**src/rtl/wsg_pkg.sv**
```systemverilog
package wsg_pkg;

  typedef enum logic [1:0] {
    SP_PROG = 2'd0,
    SP_DATA = 2'd1,
    SP_IO   = 2'd2,
    SP_IO2  = 2'd3
  } accSpace_e;

  typedef enum logic {
    ST_IDLE = 1'b0,
    ST_BUSY = 1'b1
  } ctrlState_e;

  // strobes from control to datapath
  typedef struct packed {
    logic loadCnt;
    logic decCnt;
  } ctrlStrb_t;

endpackage

```
**src/rtl/wsg_datapath.sv**
```systemverilog
module wsg_datapath
  import wsg_pkg::*;
#(
  parameter int ADDR_W    = 24,
  parameter int CFG_AW    = 8,
  parameter int FIELD_W   = 3,
  parameter int NUM_FIELDS = 5,
  parameter int LO_SPLIT  = 15,
  parameter logic [CFG_AW-1:0] WSR_OFS = 8'h28,
  parameter logic [CFG_AW-1:0] MUL_OFS = 8'h29,
  localparam int REG_W = FIELD_W * NUM_FIELDS + 1,
  localparam int CNT_W = FIELD_W + 1
) (
  input  logic              clk,
  input  logic              rstN,
  input  logic              cfgWrEn,
  input  logic [CFG_AW-1:0] cfgAddr,
  input  logic [REG_W-1:0]  cfgWrData,
  output logic [REG_W-1:0]  cfgRdData,
  input  logic [1:0]        accSpace,
  input  logic [ADDR_W-1:0] accAddr,
  input  ctrlStrb_t         strb,
  output logic [CNT_W-1:0]  waitCount,
  output logic [CNT_W-1:0]  cntVal,
  output logic              cntZero,
  output logic              cntClkEn
);

  localparam logic [REG_W-1:0] WSR_RST = {1'b0, {(REG_W-1){1'b1}}};
  localparam int SPLIT_BIT = REG_W - 1;

  logic [REG_W-1:0]   waitReg;
  logic               multX2;
  logic [FIELD_W-1:0] fieldVal [NUM_FIELDS];
  logic [FIELD_W-1:0] selField;
  logic               progHigh;
  logic               cntEn;

  always_ff @(posedge clk) begin
    if (!rstN) begin
      waitReg <= WSR_RST;
      multX2  <= 1'b0;
    end else if (cfgWrEn) begin
      if (cfgAddr == WSR_OFS) waitReg <= cfgWrData;
      if (cfgAddr == MUL_OFS) multX2  <= cfgWrData[0];
    end
  end

  always_comb begin
    cfgRdData = '0;
    if (cfgAddr == WSR_OFS)      cfgRdData = waitReg;
    else if (cfgAddr == MUL_OFS) cfgRdData = {{(REG_W-1){1'b0}}, multX2};
  end

  for (genvar g = 0; g < NUM_FIELDS; g++) begin : g_field
    assign fieldVal[g] = waitReg[g*FIELD_W +: FIELD_W];
  end

  assign progHigh = waitReg[SPLIT_BIT] ? accAddr[ADDR_W-1] : accAddr[LO_SPLIT];

  always_comb begin
    unique case (accSpace)
      SP_PROG: selField = progHigh ? fieldVal[1] : fieldVal[0];
      SP_DATA: selField = accAddr[LO_SPLIT] ? fieldVal[3] : fieldVal[2];
      default: selField = fieldVal[4];
    endcase
  end

  assign waitCount = multX2 ? {selField, 1'b0} : {1'b0, selField};
  assign cntClkEn  = |waitReg[REG_W-2:0];

  // counter runs while any field is nonzero or an access is draining
  assign cntEn = cntClkEn | strb.decCnt;

  always_ff @(posedge clk) begin
    if (!rstN) begin
      cntVal <= '0;
    end else if (cntEn) begin
      if (strb.loadCnt)     cntVal <= waitCount - CNT_W'(1);
      else if (strb.decCnt) cntVal <= cntVal - CNT_W'(1);
    end
  end

  assign cntZero = (cntVal == '0);

endmodule

```
**src/rtl/wsg_ctrl.sv**
```systemverilog
module wsg_ctrl
  import wsg_pkg::*;
#(
  parameter int CNT_W = 4
) (
  input  logic             clk,
  input  logic             rstN,
  input  logic             accStart,
  input  logic             extReady,
  input  logic [CNT_W-1:0] waitCount,
  input  logic             cntZero,
  output ctrlStrb_t        strb,
  output logic             notReady,
  output logic             accDone,
  output logic             busy
);

  ctrlState_e state, nxtState;

  always_ff @(posedge clk) begin
    if (!rstN) state <= ST_IDLE;
    else       state <= nxtState;
  end

  always_comb begin
    nxtState = state;
    strb     = '0;
    notReady = 1'b0;
    accDone  = 1'b0;
    unique case (state)
      ST_IDLE: begin
        if (accStart) begin
          if (waitCount == '0) begin
            accDone  = extReady;
            notReady = !extReady;
            if (!extReady) nxtState = ST_BUSY;
          end else begin
            strb.loadCnt = 1'b1;
            notReady     = 1'b1;
            nxtState     = ST_BUSY;
          end
        end
      end
      ST_BUSY: begin
        if (!cntZero) begin
          strb.decCnt = 1'b1;
          notReady    = 1'b1;
        end else begin
          accDone  = extReady;
          notReady = !extReady;
          if (extReady) nxtState = ST_IDLE;
        end
      end
      default: nxtState = ST_IDLE;
    endcase
  end

  assign busy = (state == ST_BUSY);

endmodule

```
**src/rtl/wsg_top.sv**
```systemverilog
module wsg_top
  import wsg_pkg::*;
#(
  parameter int ADDR_W  = 24,
  parameter int CFG_AW  = 8,
  parameter int FIELD_W = 3,
  parameter int NUM_FIELDS = 5,
  localparam int REG_W = FIELD_W * NUM_FIELDS + 1,
  localparam int CNT_W = FIELD_W + 1
) (
  input  logic              clk,
  input  logic              rstN,
  input  logic              cfgWrEn,
  input  logic [CFG_AW-1:0] cfgAddr,
  input  logic [REG_W-1:0]  cfgWrData,
  output logic [REG_W-1:0]  cfgRdData,
  input  logic              accStart,
  input  logic [1:0]        accSpace,
  input  logic [ADDR_W-1:0] accAddr,
  input  logic              extReady,
  output logic              notReady,
  output logic              accDone,
  output logic              cntClkEn
);

  ctrlStrb_t        strb;
  logic [CNT_W-1:0] waitCount;
  logic [CNT_W-1:0] cntVal;
  logic             cntZero;
  logic             busy;

  wsg_datapath #(
    .ADDR_W(ADDR_W), .CFG_AW(CFG_AW), .FIELD_W(FIELD_W), .NUM_FIELDS(NUM_FIELDS)
  ) dp_i (
    .clk(clk), .rstN(rstN), .cfgWrEn(cfgWrEn), .cfgAddr(cfgAddr),
    .cfgWrData(cfgWrData), .cfgRdData(cfgRdData), .accSpace(accSpace),
    .accAddr(accAddr), .strb(strb), .waitCount(waitCount), .cntVal(cntVal),
    .cntZero(cntZero), .cntClkEn(cntClkEn)
  );

  wsg_ctrl #(.CNT_W(CNT_W)) ctrl_i (
    .clk(clk), .rstN(rstN), .accStart(accStart), .extReady(extReady),
    .waitCount(waitCount), .cntZero(cntZero), .strb(strb),
    .notReady(notReady), .accDone(accDone), .busy(busy)
  );

endmodule

```
**config.mk**
```make
export PLATFORM = sky130hd
export DESIGN_NAME = wsg_top
export DESIGN_NICKNAME = d
export VERILOG_FILES = /design/src/rtl/wsg_pkg.sv /design/src/rtl/wsg_datapath.sv /design/src/rtl/wsg_ctrl.sv /design/src/rtl/wsg_top.sv
export SDC_FILE = /design/constraint.sdc
export NUM_CORES = 1
export LEC_CHECK = 0
export ABC_AREA = 1
export CELL_PAD_IN_SITES_DETAIL_PLACEMENT = 1
export CELL_PAD_IN_SITES_GLOBAL_PLACEMENT = 1
export CORE_UTILIZATION = 23
export CTS_BUF_LIST = sky130_fd_sc_hd__clkbuf_8
export CTS_CLUSTER_SIZE = 16
export DETAILED_ROUTE_END_ITERATION = 6
export GPL_TIMING_DRIVEN = 0
export PLACE_DENSITY = 0.74
export SYNTH_ARGS = -nofsm -noshare
export SYNTH_HDL_FRONTEND = slang
export SYNTH_SLANG_ARGS = --single-unit
```
**constraint.sdc**
```tcl
create_clock -name clk -period 1.85 [get_ports clk]
set_clock_uncertainty 0.1 [all_clocks]
set_input_delay 0.37 -clock clk [delete_from_list [all_inputs] [get_ports clk]]
set_output_delay 0.37 -clock clk [all_outputs]
set_load 0.01 [all_outputs]
```
==> out/qor.csv, run 1 <==
stage,metric,value,unit
status,outcome,"complete, but fails checks",
status,violations,negative setup slack,
floorplanning,die_area,6113,um^2
pwr,peakVddDrop,0.3392,mV
logic_synthesis,synthMostInstantiatedCell,inv_1,
cts,clk_latency,0.27,ns
worst_setup_path,crit_arrival,1.56,ns
global_route,grt_first_pass_wirelength,8273,um
global_route,grt_pass1_vias,1813,
cts,cts_tree,built,
logic_synthesis,synth-main-ff-cell,dfxtp_1,
logic_synthesis,synth_top_area_share,32.99,%
hold_path,holdPathEnd,dp_i.multX2,
drt,viasPerCell,4.748,
placed_design,dp_hpwl,3369,um
pwr,seqPwrFrac,36.6,%
floorplanning,die_w,78.19,um
logic_synthesis,synth_area_leaders,"dfxtp_1 (33%), inv_1 (9.0%), nand3_1 (8.2%), a21oi_1 (7.9%), nand2_1 (6.5%)",
worst_setup_path,rr_worst_depth,15,
finish,nets,334,
drt,drtPass1Iterations,4,
pwr,clockPowerShare,33.5,%
timing,fmax,491.6,MHz
pwr,p_per_area,553.3,nW/um^2
logic_synthesis,ys_warn_count,0,
logic_synthesis,synth_nets,259,
pwr,p_int,0.9815,mW
cts,holdBufCountCts,0,
cts,clockBufferDepth,2,
finish,area_growth,88.57,%
hold_path,min_from,cfgAddr[1],
timing,whs,0.3220,ns
logic_synthesis,syn_area_per_cell,6.577,um^2
placed_design,gp_congestion,0.7694,
drt,drtIter0Drc,31,
logic_synthesis,syn-instance-count,203,
timing,setup_viol,7,
run,maxCapViolCount,0,
worst_setup_path,rr_endpoint,dp_i.cntVal[2],
timing,finalSetupTns,-0.7333,ns
drt,drt-wirelength-per-cell,15.00,um
global_route,grt_max_degree,14,
finish,antenna_cells,0,
finish,drive_gt1_share,47.29,%
global_route,track_usage,17.02,%
timing,period_share,110.0,%
global_route,antenna_found_initial,0,
floorplanning,ios,74,
timing,layout_setup_ws,-0.1842,ns
drt,vias,1657,
logic_synthesis,synth_common_cells,"inv_1 (32), nand2_1 (23), dfxtp_1 (22), nand3_1 (22), a21oi_1 (21)",
hold_path,hp-class,primary input to flop,
pwr,power_frac_comb,29.9,%
logic_synthesis,ys_seq_area_share,32.99,%
pwr,p_switching,0.4114,mW
timing,min_period,2.034,ns
logic_synthesis,synth_top_area_cell,dfxtp_1,
pwr,power,1.393,mW
worst_setup_path,crit_path_end_kind,primary output,
pwr,leakage,1.172,nW
drt,drc,0,
floorplanning,coreArea,5540,um^2
floorplanning,num_rows,27,
cts,cts_htree_levels,1,
cts,numCtsBuffers,3,
timing,drv_slew,0,
global_route,gr-total-overflow,0,
drt,drtAntennaViolNets,0,
timing,relSlewSlack,70.21,%
cts,clk_pin_slew_worst_paths,0.09,ns
logic_synthesis,synth-edff-count,0,
hold_path,hold_path_depth,4,
worst_setup_path,cp_data_required_time,1.38,ns
logic_synthesis,ys_ff_latch,22,
timing,rsz0062_at_grt,true,
logic_synthesis,syn-cell-area,1335,um^2
drt,drt-total-wl,5234,um
placed_design,io_buffers,51,
pwr,p_sw_share,29.54,%
worst_setup_path,reg2reg_setup_slack,-0.16,ns
worst_setup_path,reg2reg_from,dp_i.waitReg[11],
placed_design,dp_slack,-1.121,ns
finish,final_util,45.44,%
floorplanning,initial_core_util,24.10,%
worst_setup_path,crit_fanout,3,
logic_synthesis,async_flop_share,0,%
cts,clock_sinks,22,
worst_setup_path,crit_type,flop to primary output,
timing,max_slew.worst_pin.slew,0.4469,ns
logic_synthesis,synth.distinct_cells,27,
floorplanning,die_h,78.19,um
cts,cts_root_buffer,clkbuf_8,
worst_setup_path,worstSetupStartpointType,flop,
timing,hold_violations,0,
cells by family (layout without fill, tap and decap cells):
family / after synthesis / in the layout / share of synthesized area, %
AND/OR/NAND/NOR: 89 / 89 / 34.11
AO/OA/AOI/OAI: 48 / 48 / 19.31
buffers and inverters: 42 / 116 / 12.00
flip-flops: 22 / 22 / 32.99
adder cells (fa/ha/maj): 1 / 1 / 0.9371
XOR/XNOR: 1 / 1 / 0.6562
stage by stage:
step | cells | area [um^2]
5_1_grt | 349 | 2517
2_1_floorplan | 203 | 1341
3_5_place_dp | 326 | 1942
3_3_place_gp | 326 | 1942
6_report | 349 | 2517
4_1_cts | 346 | 2277
how the worst max path moves through the flow:
stage                     depth (start not counted)              from        endpoint
final                                             9  dp_i.waitReg[11]        notReady
after global routing                             16  dp_i.waitReg[11]  dp_i.cntVal[3]
after CTS                                        10  dp_i.waitReg[15]        notReady
after detailed placement                          7        cfgAddr[5]    cfgRdData[5]
after global placement                            7        cfgAddr[5]   cfgRdData[14]
after floorplan                                   4        cfgAddr[4]   cfgRdData[10]
cells in the final DEF, fill, tap and decap left out, types with 3 or more instances in the layout:
cell type | synthesis | routed
a21oi_1 | 21 | 19
dfxtp_1 | 22 | 19
inv_1 | 32 | 29
nand4_1 | 3 | 3
nand3_1 | 22 | 7
buf_6 | 0 | 21
nand2_1 | 23 | 16
nand2_2 | 9 | 7
clkbuf_8 | 0 | 3
clkdlybuf4s50_1 | 0 | 20
nand2_4 | 1 | 9
nand3_2 | 0 | 15
buf_2 | 2 | 11
buf_8 | 0 | 3
nor2_4 | 2 | 17
buf_4 | 0 | 13
o21ai_1 | 7 | 9
a21oi_2 | 1 | 3
inv_2 | 5 | 6
o21ai_0 | 15 | 13
final cells by class:
cell class / instances / area (um^2)
Buffer: 5 / 32.53
Clock buffer: 3 / 41.29
Clock inverter: 1 / 30.03
Fill cell: 684 / 3023
Sequential cell: 22 / 446.7
Timing Repair Buffer: 70 / 655.6
Multi-Input combinational cell: 139 / 1075
Inverter: 37 / 146.4
Tap cell: 72 / 90.09
critical path, cell delays in order, from the launching register on:
cell and delay [ns]:
dfxtp_1 0.34, nand2_1 0.08, nand2_2 0.05, a21oi_2 0.21
nand2_2 0.12, nor2_4 0.14, nand3_2 0.09, nand2_2 0.08
a21oi_2 0.05, buf_2 0.14
power by group through the flow:
stage	clock [mW]	combinational, mW	sequential, mW
final	0.466	0.417	0.510
after floorplan	0	0.168	0.513
after global placement	0	0.281	0.517
after detailed placement	0	0.289	0.517
after global routing	0.491	0.451	0.513
after CTS	0.471	0.377	0.510
metal layers:
layer / vias up / GRT usage (%) / part of all wire [%]
met1: 805 / 18.14 / 39
met2: 29 / 33.51 / 57
met5: - / 0 / 0
li1: 817 / - / -
met4: 0 / 4.259 / 0.84
met3: 6 / 3.488 / 3.1
repair_timing:
action | CTS | global route
gates cloned | 1 | 0
setup buffers | 15 | 3
setup endpoints to repair | 36 | 23
resized for setup | 176 | 62
pin swaps | 25 | 16
flip-flops by register name, summed over array words and instances, names as in the netlist:
name          flops
ctrl_i.busy       1
dp_i.waitReg     16
dp_i.cntVal       4
dp_i.multX2       1
No activity file was read; power rests on OpenSTA's default activity.
==> run 2: changes to the inputs <==
--- a/config.mk
+++ b/config.mk
@@ -10,6 +10,7 @@
 export CELL_PAD_IN_SITES_GLOBAL_PLACEMENT = 1
 export CORE_UTILIZATION = 23
 export CTS_BUF_LIST = sky130_fd_sc_hd__clkbuf_8
+export CTS_CLUSTER_DIAMETER = 120
 export CTS_CLUSTER_SIZE = 16
 export DETAILED_ROUTE_END_ITERATION = 6
 export GPL_TIMING_DRIVEN = 0
==> constraint.sdc (replaced) <==
create_clock -name clk -period 1.85 [get_ports clk]
set_clock_uncertainty 0.1 [all_clocks]
set_input_delay 0.37 -clock clk [delete_from_list [all_inputs] [get_ports clk]]
set_output_delay 0.37 -clock clk [all_outputs]
set_load 0.1 [all_outputs]
==> out/qor.csv, run 2 (synthesized netlist as in run 1, its figures left out) <==
stage,metric,value,unit
status,outcome,"complete, but fails checks",
status,violations,negative setup slack,
global_route,gr-total-overflow,0,
global_route,antenna_found_initial,0,
finish,drive_gt1_share,51.25,%
finish,area_growth,112.1,%
run,maxCapViolCount,0,
placed_design,io_buffers,51,
timing,rsz0062_at_grt,true,
pwr,leakage,1.257,nW
timing,max_slew.worst_pin.slew,0.4337,ns
global_route,track_usage,18.05,%
timing,relSlewSlack,71.08,%
drt,drc,0,
worst_setup_path,crit_path_end_kind,primary output,
cts,cts_root_buffer,clkbuf_8,
timing,finalSetupTns,-1.959,ns
finish,final_cell_mix,"inv_1 (24), nor2_4 (19), a21oi_1 (19), clkdlybuf4s50_1 (19), buf_12 (19)",
drt,drt-wirelength-per-cell,14.73,um
floorplanning,die_area,6113,um^2
worst_setup_path,crit_arrival,1.62,ns
cts,clk_pin_slew_worst_paths,0.08,ns
worst_setup_path,worstSetupStartpointType,flop,
timing,drv_slew,0,
cts,clock_sinks,22,
cts,numCtsBuffers,3,
hold_path,hp-class,primary input to flop,
pwr,peakVddDrop,0.3099,mV
worst_setup_path,cpMostUsedCell,nand3_2,
cts,cts_tree,built,
drt,drtAntennaViolNets,0,
finish,final_common_cell,inv_1,
floorplanning,num_rows,27,
drt,vias,1647,
pwr,seqPwrFrac,35.4,%
cts,clockBufferDepth,2,
finish,antenna_cells,0,
worst_setup_path,crit_fanout,3,
pwr,p_sw_share,30.96,%
finish,layout.cells.non_filler,353,
finish,final_util,51.11,%
cts,cts_htree_levels,1,
global_route,grt_max_degree,14,
drt,drtIter0Drc,32,
floorplanning,die_h,78.19,um
finish,reg.largest.list,"dp_i.waitReg: 16 flops, dp_i.cntVal: 4 flops",
pwr,p_switching,0.4465,mW
worst_setup_path,crit_chain,inv_4 > nand2_4 > nand3_2 > nand3_2 > nand3_2 > inv_2 > nand3_4 > nand2_4 > a21oi_4 > buf_12,
worst_setup_path,cp_slowest_cell,dfxtp_4,
worst_setup_path,cp_top_family,simple AND/OR/NAND/NOR gates,
finish,multiInputGateArea,1116,um^2
worst_setup_path,crit_type,flop to primary output,
floorplanning,die_w,78.19,um
pwr,p_per_area,509.4,nW/um^2
finish,nets,338,
worst_setup_path,cpPeakStageDelay,0.37,ns
finish,n_fill_cell,639,
global_route,grt_first_pass_wirelength,8728,um
timing,layout_setup_ws,-0.2352,ns
timing,fmax,479.6,MHz
timing,period_share,112.7,%
worst_setup_path,cp_data_required_time,1.38,ns
drt,viasPerCell,4.666,
cts,holdBufCountCts,0,
finish,seq_area,449.2,um^2
pwr,clockPowerShare,32.2,%
timing,min_period,2.085,ns
pwr,p_int,0.9958,mW
pwr,power_frac_comb,32.4,%
placed_design,dp_hpwl,3529,um
timing,setup_viol,21,
placed_design,place_inst,326,
drt,drt-total-wl,5198,um
cts,clk_latency,0.27,ns
worst_setup_path,critPathBufInv,3,
drt,drtPass1Iterations,4,
floorplanning,initial_core_util,24.10,%
finish,largest_register_ffs,16,
global_route,grt_pass1_vias,1809,
finish,largest_register,dp_i.waitReg,
floorplanning,ios,74,
floorplanning,coreArea,5540,um^2
timing,hold_violations,0,
placed_design,gp_congestion,0.7773,
[run 2: changes by cell type in the layout (fill, tap and decap cells not counted), sizes merged]
cell           delta
clkdlybuf4s15     +2
dlymetal6s2s      +1
dlygate4sd2       -1
buf               +3
clkdlybuf4s50     -1
[run 2: tightest hold or removal path: cells and delay by family]
family / cells / cell delay [ns]
and+or+nand+nor: 2 / 0.14
buffers and inverters: 1 / 0.08
AOI/OAI and AO/OA: 1 / 0.07
[run 2: metal layers]
| layer | global-route usage (%) | share of wire (%) |
|---|---|---|
| met1 | 21.15 | 41 |
| met4 | 5.000 | 1.0 |
| met2 | 34.30 | 55 |
| met5 | 0 | 0 |
| met3 | 1.860 | 2.6 |
[run 2: layout make-up]
type / count / area share [%]
buffer: 5 / 1.547
clock buffer: 3 / 1.458
clock inverter: 1 / 1.061
inverter: 37 / 5.789
multi-input combinational: 139 / 39.42
sequential: 22 / 15.86
tap: 72 / 3.182
timing repair buffer: 74 / 31.68
[run 2: power groups by stage]
stage	Sequential, mW	Clock (mW)	Combinational, mW
6_report	0.511	0.464	0.467
5_1_grt	0.513	0.494	0.512
4_1_cts	0.509	0.474	0.408
3_5_place_dp	0.518	0	0.364
3_3_place_gp	0.517	0	0.355
2_1_floorplan	0.513	0	0.234
[run 2: final timing paths]
path	startpoint	endpoint	slack (ns)	cells after the start
worst min register to register	dp_i.cntVal[0]	dp_i.cntVal[0]	0.44	2
worst max-delay path	dp_i.waitReg[15]	notReady	-0.24	10
worst max register to register	dp_i.waitReg[15]	dp_i.cntVal[2]	-0.10	16
worst min-delay path	cfgAddr[1]	dp_i.multX2	0.34	4
[run 2: timing repair]
item                       CTS  global route
gates cloned                 1             0
setup endpoints to repair   34            28
resized for setup          241            27
setup buffers               13             9
pin swaps                   16            14
[run 2: metrics by stage]
| stage | power, mW | setup slack (ns) | cell area [um^2] | hold slack [ns] |
|---|---|---|---|---|
| floorplan | 0.7470 | -0.2758 | 1632 | 0.3622 |
| global placement | 0.8728 | -1.741 | 2232 | 0.3822 |
| finish | 1.442 | -0.2352 | 2831 | 0.3438 |
| CTS | 1.391 | -0.2256 | 2683 | 0.3184 |
| detailed placement | 0.8815 | -1.752 | 2232 | 0.3926 |
| global route | 1.518 | -0.3325 | 2831 | 0.3522 |
